`src/rtl/split_counter_pkg.sv`:
```
`timescale 1ns/1ps
package split_counter_pkg;

  typedef enum logic [1:0] {
    S_IDLE = 2'd0,
    S_RUN  = 2'd1,
    S_FIN  = 2'd2
  } ctl_state_e;

  // Next-state rule of the controller; it takes a single hit bit only.
  function automatic ctl_state_e ctl_next(input ctl_state_e cur,
                                          input logic start,
                                          input logic hit);
    ctl_state_e nxt;
    case (cur)
      S_IDLE:  nxt = start ? S_RUN : S_IDLE;
      S_RUN:   nxt = hit ? S_FIN : S_RUN;
      S_FIN:   nxt = S_IDLE;
      default: nxt = S_IDLE;
    endcase
    return nxt;
  endfunction

endpackage

```
`src/rtl/sc_low_seg.sv`:
```
`timescale 1ns/1ps
module sc_low_seg #(
  parameter int W = 4
) (
  input  logic         clk,
  input  logic         rst,
  input  logic         en,
  output logic [W-1:0] q,
  output logic         carry
);
  localparam logic [W-1:0] TOP = {W{1'b1}};
  localparam logic [W-1:0] ONE = W'(1);

  // Carry out: the low segment is about to roll over on this edge.
  assign carry = en && (q == TOP);

  always_ff @(posedge clk) begin
    if (rst)     q <= '0;
    else if (en) q <= q + ONE;
  end
endmodule

```
`src/rtl/sc_high_seg.sv`:
```
`timescale 1ns/1ps
module sc_high_seg #(
  parameter int W = 8
) (
  input  logic         clk,
  input  logic         rst,
  input  logic         adv,
  output logic [W-1:0] q
);
  localparam logic [W-1:0] ONE = W'(1);

  always_ff @(posedge clk) begin
    if (rst)      q <= '0;
    else if (adv) q <= q + ONE;
  end
endmodule

```
`src/rtl/sc_early_flag.sv`:
```
`timescale 1ns/1ps
module sc_early_flag #(
  parameter int CW     = 12,
  parameter int THRESH = 60
) (
  input  logic          clk,
  input  logic          rst,
  input  logic          en,
  input  logic [CW-1:0] cnt,
  output logic          flag
);
  localparam logic [CW-1:0] PRE = CW'(THRESH - 1);

  // Decode one count early so the registered flag lines up with the threshold.
  function automatic logic pre_match(input logic [CW-1:0] c);
    return c == PRE;
  endfunction

  logic pre_hit;
  assign pre_hit = pre_match(cnt);

  always_ff @(posedge clk) begin
    if (rst)     flag <= 1'b0;
    else if (en) flag <= pre_hit;
  end
endmodule

```
`src/rtl/sc_ctrl.sv`:
```
`timescale 1ns/1ps
module sc_ctrl
  import split_counter_pkg::*;
(
  input  logic       clk,
  input  logic       rst,
  input  logic       start,
  input  logic       hit,
  output ctl_state_e st,
  output logic       done
);
  ctl_state_e nxt;

  // Next-state logic (combinational).
  always_comb nxt = ctl_next(st, start, hit);

  // State register.
  always_ff @(posedge clk) begin
    if (rst) st <= S_IDLE;
    else     st <= nxt;
  end

  // Registered output, aligned with the finish state.
  always_ff @(posedge clk) begin
    if (rst) done <= 1'b0;
    else     done <= (nxt == S_FIN);
  end
endmodule

```
`src/rtl/split_counter.sv`:
```
`timescale 1ns/1ps
module split_counter
  import split_counter_pkg::*;
#(
  parameter int LO_W   = 4,
  parameter int HI_W   = 8,
  parameter int THRESH = 60
) (
  input  logic                 clk,
  input  logic                 rst,
  input  logic                 en,
  input  logic                 start,
  output logic [LO_W+HI_W-1:0] count,
  output logic                 hit,
  output logic                 done
);
  localparam int CW = LO_W + HI_W;

  logic [LO_W-1:0] lo_q;
  logic [HI_W-1:0] hi_q;
  logic            lo_carry;
  ctl_state_e      st_q;

  sc_low_seg #(.W(LO_W)) u_lo (
    .clk(clk), .rst(rst), .en(en), .q(lo_q), .carry(lo_carry)
  );

  sc_high_seg #(.W(HI_W)) u_hi (
    .clk(clk), .rst(rst), .adv(lo_carry), .q(hi_q)
  );

  assign count = {hi_q, lo_q};

  sc_early_flag #(.CW(CW), .THRESH(THRESH)) u_flag (
    .clk(clk), .rst(rst), .en(en), .cnt(count), .flag(hit)
  );

  sc_ctrl u_ctrl (
    .clk(clk), .rst(rst), .start(start), .hit(hit), .st(st_q), .done(done)
  );
endmodule

```
`config.mk`:
```
export PLATFORM = sky130hd
export DESIGN_NAME = split_counter
export DESIGN_NICKNAME = d
export VERILOG_FILES = /design/src/rtl/split_counter_pkg.sv /design/src/rtl/sc_low_seg.sv /design/src/rtl/sc_high_seg.sv /design/src/rtl/sc_early_flag.sv /design/src/rtl/sc_ctrl.sv /design/src/rtl/split_counter.sv
export SDC_FILE = /design/constraint.sdc
export NUM_CORES = 1
export LEC_CHECK = 0
export ABC_AREA = 1
export BUFFER_PORTS_ARGS = -buffer_cell sky130_fd_sc_hd__buf_2
export CORE_MARGIN = 2
export CORE_UTILIZATION = 48
export CTS_BUF_LIST = sky130_fd_sc_hd__clkbuf_8
export CTS_CLUSTER_DIAMETER = 40
export CTS_CLUSTER_SIZE = 40
export DETAILED_ROUTE_END_ITERATION = 12
export PLACE_DENSITY = 0.85
export SETUP_SLACK_MARGIN = 0.5
export SYNTH_ARGS = -nofsm -noshare
export SYNTH_HDL_FRONTEND = slang
export SYNTH_SLANG_ARGS = --single-unit
```
`constraint.sdc`:
```
create_clock -name clk -period 1.04 [get_ports clk]
set_input_delay 0.052 -clock clk [delete_from_list [all_inputs] [get_ports clk]]
set_output_delay 0.052 -clock clk [all_outputs]
set_load 0.01 [all_outputs]
```
==> run summary, run 1 <==
Status: complete, but fails checks
Failing checks: setup timing
CTS Buf Count: 3
Comb pwr share: 9.5%
Largest net degree at the start of global routing: 11
Final core area utilization: 89.90%
Worst r2r path cells: 6
Hold Buf Count CTS: 0
CTS tree: built
Syn avg cell area: 7.169 um^2
Die Height: 42.65 um
CP startpoint kind: register
Layout cells sized above 1: 49.26%
Die X: 42.65 um
Routed Antenna Nets: 0
Routed WL: 2315 um
Net switching fraction of the power: 23.04%
Switching power: 0.2998 mW
Finished Layout Cells: 151
Max Slew Vio Count: 0
Final Hold Fails: 0
Worst Path Arrival: 1.34 ns
Clk_lat worst skew: 0.26 ns
WP depth: 6
WP data required: 1.23 ns
Critical path's slowest cell: dfxtp_4
Synth cell types: 20
Routed WL per cell: 15.33 um
Mapped cell area: 716.9 um^2
Peak VDD IR: 1.346 mV
Relative slew slack: 85.44%
Total number of vias: 858
Gr ovfl total: 0
Row cnt: 13
CTS sink count: 16
Clock root buffer: clkbuf_8
Register area share after synthesis: 44.68%
Drc violations: 0
Leakage: 0.4958 nW
Final setup TNS: -0.8073 ns
GPL Wtd Cong: 0.8080
Unrepaired setup endpoints after global routing: true
Initial antenna violation count: 0
Final #Nets: 143
Internal: 1.001 mW
Worst R2R Setup Slack: -0.11 ns
Reg clk slew, reported paths: 0.07 ns
Slew @ Worst Pin: 0.2168 ns
Syn-to-layout area delta: 69.28%
I/O Buffers: 17
Period minus WS final: 1.149 ns
Vias per cell: 5.682
Ant. Diodes: 0
Number of synthesized register bits: 16
Syn_nets: 106
Post-placement cell count: 137
WHS Path Cells: 2
Setup CP Type: reg2reg
Core ar.: 1350 um^2
H-tree Lvls: 1
Total die area: 1819 um^2
Clock Skew: 0.005728 ns
Critical path peak fanout: 3
First DRT Iteration DRCs: 36
PwrDens: 1072 nW/um^2
I/O pin total: 18
Number of global-route vias before repair: 739
CP cell instances: buf_4, buf_6, nand2_1, nor2_4, a21oi_1, o21a_1
First-pass GRT wire length: 3470 um
WP buf/inv: 2
Final period util: 110.5%
Initial DRT Pass Iterations: 4
Gr usage total: 26.28%
MaxCap Viol Count: 0
Ys Warns: 0
Clock power share: 43.2%
HP Class: in2reg
CTS Buffer Depth: 2
Total power: 1.301 mW
Max Clk Rate: 0.8705 GHz
Final setup margin: -0.1088 ns
Post-Syn Instances: 100
Final setup viols: 11
Final HPWL DP: 1270 um
Initial Util: 53.10%
Critical Path Sink Type: register
Slowest stage delay, CP: 0.35 ns
Top delay family on crit path: flip-flops
Seq pwr share: 47.3%
[logic make-up after synthesis]
logic type / Yosys count / share of synthesized area [%]
adders and majority gates: 2 / 3.490
buffers and inverters: 6 / 3.666
AOI/OAI and AO/OA: 13 / 9.423
DFF: 16 / 44.68
and+or+nand+nor: 63 / 38.74
[layer usage]
layer  global-route usage, %  routed length [um]  vias up
li1                        -                   -      397
met1                   29.10                 916      401
met2                   44.85                1184       50
met3                   6.897                 122       10
met4                   14.37                  91        0
met5                       0                   0        -
[area by class of cell]
| type | instances | area, um^2 |
|---|---|---|
| Clock buffer | 4 | 55.05 |
| Sequential cell | 16 | 362.8 |
| Tap cell | 15 | 18.77 |
| Fill cell | 57 | 136.4 |
| Multi-Input combinational cell | 78 | 456.7 |
| Inverter | 5 | 18.77 |
| Timing Repair Buffer | 33 | 301.5 |
[cell usage in the layout (no fill, tap or decap), drive strengths merged]
cell,instances
nand3,6
ha,2
a21oi,7
o21a,1
inv,5
nand2,23
nand3b,1
o21ai,5
or2,1
dfxtp,16
clkbuf,4
buf,33
nand4,2
nor3,1
nor2,29
[registers in the layout, indices dropped and copies added, names as in the netlist]
name         count
u_flag.flag      1
u_ctrl.done      1
u_lo.q           4
u_hi.q           8
u_ctrl.st        2
[power by group through the flow]
stage | clock (mW) | combinational, mW | sequential, mW
2_1_floorplan | 0 | 0.0434 | 0.646
3_3_place_gp | 0 | 0.0799 | 0.639
3_5_place_dp | 0 | 0.0852 | 0.640
4_1_cts | 0.560 | 0.117 | 0.620
5_1_grt | 0.592 | 0.135 | 0.616
6_report | 0.562 | 0.123 | 0.615
[Yosys cell counts (all sizes together)]
library cell	count	area share, %
nand4	2	2.6
ha	2	3.5
dfxtp	16	45
o21ai	5	3.5
nand2	23	12
nor2	29	17
inv	5	2.6
a21oi	7	4.9
buf	1	1.0
nand3	6	4.9
or2	1	0.87
o21a	1	1.0
nor3	1	0.70
nand3b	1	1.0
[what timing repair did]
action,in CTS,in global routing
gates resized for setup,32,12
setup buffers,7,3
pin swaps,7,5
setup endpoints to repair,30,30
[through the flow]
stage          hold slack (ns)  setup slack (ns)  instance area, um^2
6_report               0.02699           -0.1088                 1214
5_1_grt                0.03661           -0.1585                 1214
4_1_cts                0.01662          -0.08001                 1145
3_5_place_dp            0.2908          -0.09734                913.4
3_3_place_gp            0.2905          -0.05433                913.4
2_1_floorplan           0.1137          -0.03778                772.0
[worst paths after layout]
| kind | start | endpoint |
|---|---|---|
| worst max register to register | u_lo.q[1]$_SDFFE_PP0P_ | u_lo.q[3]$_SDFFE_PP0P_ |
| worst min-delay path | rst | u_flag.flag$_SDFFE_PP0P_ |
| worst max-delay path | u_lo.q[1]$_SDFFE_PP0P_ | u_lo.q[3]$_SDFFE_PP0P_ |
| worst min register to register | u_ctrl.st[0]$_SDFF_PP0_ | u_ctrl.st[1]$_SDFF_PP0_ |
(Power assumes the default switching activity.)
==> run 2, diff against run 1 <==
--- a/config.mk
+++ b/config.mk
@@ -5,15 +5,15 @@
 export SDC_FILE = /design/constraint.sdc
 export NUM_CORES = 1
 export LEC_CHECK = 0
-export ABC_AREA = 1
 export BUFFER_PORTS_ARGS = -buffer_cell sky130_fd_sc_hd__buf_2
 export CORE_MARGIN = 2
-export CORE_UTILIZATION = 48
+export CORE_UTILIZATION = 47
 export CTS_BUF_LIST = sky130_fd_sc_hd__clkbuf_8
 export CTS_CLUSTER_DIAMETER = 40
 export CTS_CLUSTER_SIZE = 40
 export DETAILED_ROUTE_END_ITERATION = 12
-export PLACE_DENSITY = 0.85
+export HOLD_SLACK_MARGIN = 0.03
+export PLACE_DENSITY = 0.84
 export SETUP_SLACK_MARGIN = 0.5
 export SYNTH_ARGS = -nofsm -noshare
 export SYNTH_HDL_FRONTEND = slang
==> constraint.sdc (replaced) <==
create_clock -name clk -period 1.04 [get_ports clk]
set_input_delay 0.156 -clock clk [delete_from_list [all_inputs] [get_ports clk]]
set_output_delay 0.156 -clock clk [all_outputs]
set_load 0.01 [all_outputs]
==> run 2 against run 1 <==
The flow still finishes with violations (setup timing); synthesized cell count fell by 27%; sequential share of layout area down 1.7 points; largest power group unchanged; cell count is 11% lower; clock-buffer cell count fell by 1; critical path type unchanged; total power decreased by 1.5%; clock skew increased by 0.0064 ns.
==> run summary, run 2 <==
Comb pwr share: 13.0%
Die X: 41.95 um
Reg clk slew, reported paths: 0.07 ns
Setup CP Type: reg2reg
Largest cells by area after synthesis: dfxtp_1, mux2i_1, nor2_1, xor2_1, a21oi_1
Post-synth EDFFs: 0
Switching power: 0.3110 mW
Ant. Diodes: 0
Critical path's slowest cell: nor4_2
Relative slew slack: 76.01%
Asr flop ratio synth: 0%
First-pass GRT wire length: 4271 um
Mapped cell area: 676.9 um^2
Syn-to-layout area delta: 86.51%
Hold Buf Count CTS: 0
Finished Layout Cells: 134
CTS sink count: 16
Worst r2r path cells: 3
Worst r2r src: u_hi.q[2]$_SDFFE_PP0P_
I/O pin total: 18
Top reg by flops: u_hi.q
Hold Startpoint: start
Max FFs per register: 8
Clock root buffer: clkbuf_8
Period minus WS final: 1.531 ns
Most frequent cells in the layout: buf_6, buf_4, nor2_1, dfxtp_4, buf_2
Drc violations: 0
Max Slew Vio Count: 0
Final period util: 147.2%
MaxCap Viol Count: 0
CP startpoint kind: register
Pre-CTS setup slack: -0.3143 ns
Worst Path Arrival: 1.67 ns
Routed WL per cell: 24.52 um
Syn_nets: 79
HP Class: in2reg
Routed WL: 3286 um
Total die area: 1760 um^2
Slowest stage delay, CP: 0.41 ns
Core ar.: 1318 um^2
Synth cell types: 25
Seq pwr share: 48.7%
Syn avg cell area: 9.273 um^2
Clock power share: 38.3%
Layout cells sized above 1: 60.50%
Die Height: 41.95 um
Yosys top cell by area: dfxtp_1
Hold EP: u_ctrl.st[0]$_SDFF_PP0_
CTS Buf Count: 3
Most common cell in the netlist: dfxtp_1
Gr ovfl total: 0
Gr usage total: 33.51%
Peak VDD IR: 0.7751 mV
Register area share after synthesis: 47.32%
Post-placement cell count: 121
Critical Path Sink Type: register
Largest regs: u_hi.q (8), u_lo.q (4), u_ctrl.st (2)
Initial Util: 51.38%
Top cell type's share of synthesized area: 47.32%
Status: complete, but fails checks
WHS Path Cells: 3
Slew @ Worst Pin: 0.3568 ns
Critical path peak fanout: 7
Final setup viols: 14
Unrepaired setup endpoints after global routing: true
Failing checks: setup timing
GPL Wtd Cong: 0.7706
Number of synthesized register bits: 16
Row cnt: 13
Reg2reg end: u_hi.q[7]$_SDFFE_PP0P_
Commonest cells post-synth: dfxtp_1, nor2_1, a21oi_1, nand2_1, nand3_1
H-tree Lvls: 1
Routed Antenna Nets: 0
Clk_lat worst skew: 0.26 ns
PwrDens: 1015 nW/um^2
Leakage: 0.5505 nW
Total number of vias: 878
Final hold slack: 0.2453 ns
Initial antenna violation count: 0
I/O Buffers: 17
CP cell instances: nand3_1, nor4_2, mux2_2
Largest net degree at the start of global routing: 16
Commonest non-fill, non-tap cell in the layout: buf_6
Post-Syn Instances: 73
Final setup margin: -0.4913 ns
CTS tree: built
WP data required: 1.18 ns
Internal: 0.9704 mW
Final Hold Fails: 0
Worst R2R Setup Slack: -0.49 ns
Final core area utilization: 95.82%
Ys Warns: 0
Ys flop type: dfxtp_1
Number of global-route vias before repair: 814
Initial DRT Pass Iterations: 4
Clock Skew: 0.01211 ns
CTS Buffer Depth: 2
Max Clk Rate: 0.6530 GHz
Final HPWL DP: 1217 um
Net switching fraction of the power: 24.27%
First DRT Iteration DRCs: 91
Vias per cell: 6.552
Final #Nets: 126
run 2: cell count changes in the layout (fill, tap and decap cells not counted), moves of 3 or more:
cell     previous run  this run
buf_6              17        30
mux2i_1             0         3
nand2_1            22         3
nor2_1             23         8
nor2_4              4         0
xor2_1              0         3
run 2: logic make-up (layout without fill, tap and decap cells):
family / Yosys count / after routing / synth area share, %
AND/OR/NAND/NOR: 30 / 30 / 24.03
flip-flops: 16 / 16 / 47.32
AO/OA/AOI/OAI: 11 / 11 / 9.610
buffers and inverters: 6 / 52 / 4.067
XOR/XNOR: 4 / 4 / 5.177
multiplexers: 4 / 4 / 6.100
adder cells (fa/ha/maj): 2 / 2 / 3.696
run 2: metal layers:
layer	global-route usage (%)	vias up	part of all wire [%]
met1	44.09	413	38
met2	54.06	91	44
met5	0	-	0
met3	10.00	20	14
met4	7.097	0	4.4
li1	-	354	-
run 2: timing repair:
action / 4_1_cts / 5_1_grt
gates resized for setup: 36 / 6
cloned: 0 / 0
setup endpoints to repair: 30 / 30
pin swaps: 6 / 5
buffers inserted: 6 / 3
run 2: worst max path at each step:
stage                                           to  slack [ns]                    from
after floorplan           u_flag.flag$_SDFFE_PP0P_       -0.29  u_hi.q[1]$_SDFFE_PP0P_
after global placement    u_flag.flag$_SDFFE_PP0P_       -0.28  u_hi.q[1]$_SDFFE_PP0P_
after detailed placement  u_flag.flag$_SDFFE_PP0P_       -0.31  u_hi.q[1]$_SDFFE_PP0P_
after CTS                 u_flag.flag$_SDFFE_PP0P_       -0.32  u_hi.q[1]$_SDFFE_PP0P_
after global routing        u_hi.q[7]$_SDFFE_PP0P_       -0.55  u_hi.q[2]$_SDFFE_PP0P_
final                       u_hi.q[7]$_SDFFE_PP0P_       -0.49  u_hi.q[2]$_SDFFE_PP0P_
run 2: worst max-delay path: cells and delay by family, from the launching register on:
kind          cells  cell delay, ns
flops             1            0.38
mux               1            0.38
simple gates      2            0.66
run 2: metrics by stage:
stage | setup TNS (ns) | power (mW) | area [um^2]
floorplan | -1.439 | 0.6939 | 760.7
detailed placement | -2.168 | 0.7265 | 977.2
CTS | -2.753 | 1.252 | 1219
global route | -4.417 | 1.312 | 1262
finish | -4.114 | 1.281 | 1262
global placement | -1.901 | 0.7235 | 977.2
run 2: power groups by stage:
| stage | Clock (mW) | Combinational, mW | Sequential, mW |
|---|---|---|---|
| after floorplan | 0 | 0.0454 | 0.649 |
| after global placement | 0 | 0.0828 | 0.641 |
| after detailed placement | 0 | 0.0850 | 0.641 |
| after CTS | 0.482 | 0.143 | 0.627 |
| after global routing | 0.513 | 0.175 | 0.624 |
| final | 0.491 | 0.167 | 0.624 |
run 2: area by class of cell:
| class | instances | area (um^2) |
|---|---|---|
| repair buffers | 46 | 442.9 |
| multi-input cells | 51 | 391.6 |
| flip-flops and latches | 16 | 356.6 |
| fillers | 31 | 55.05 |
| clock buffers | 3 | 41.29 |
| well taps | 15 | 18.77 |
| inverters | 2 | 7.507 |
| clock inverters | 1 | 3.754 |
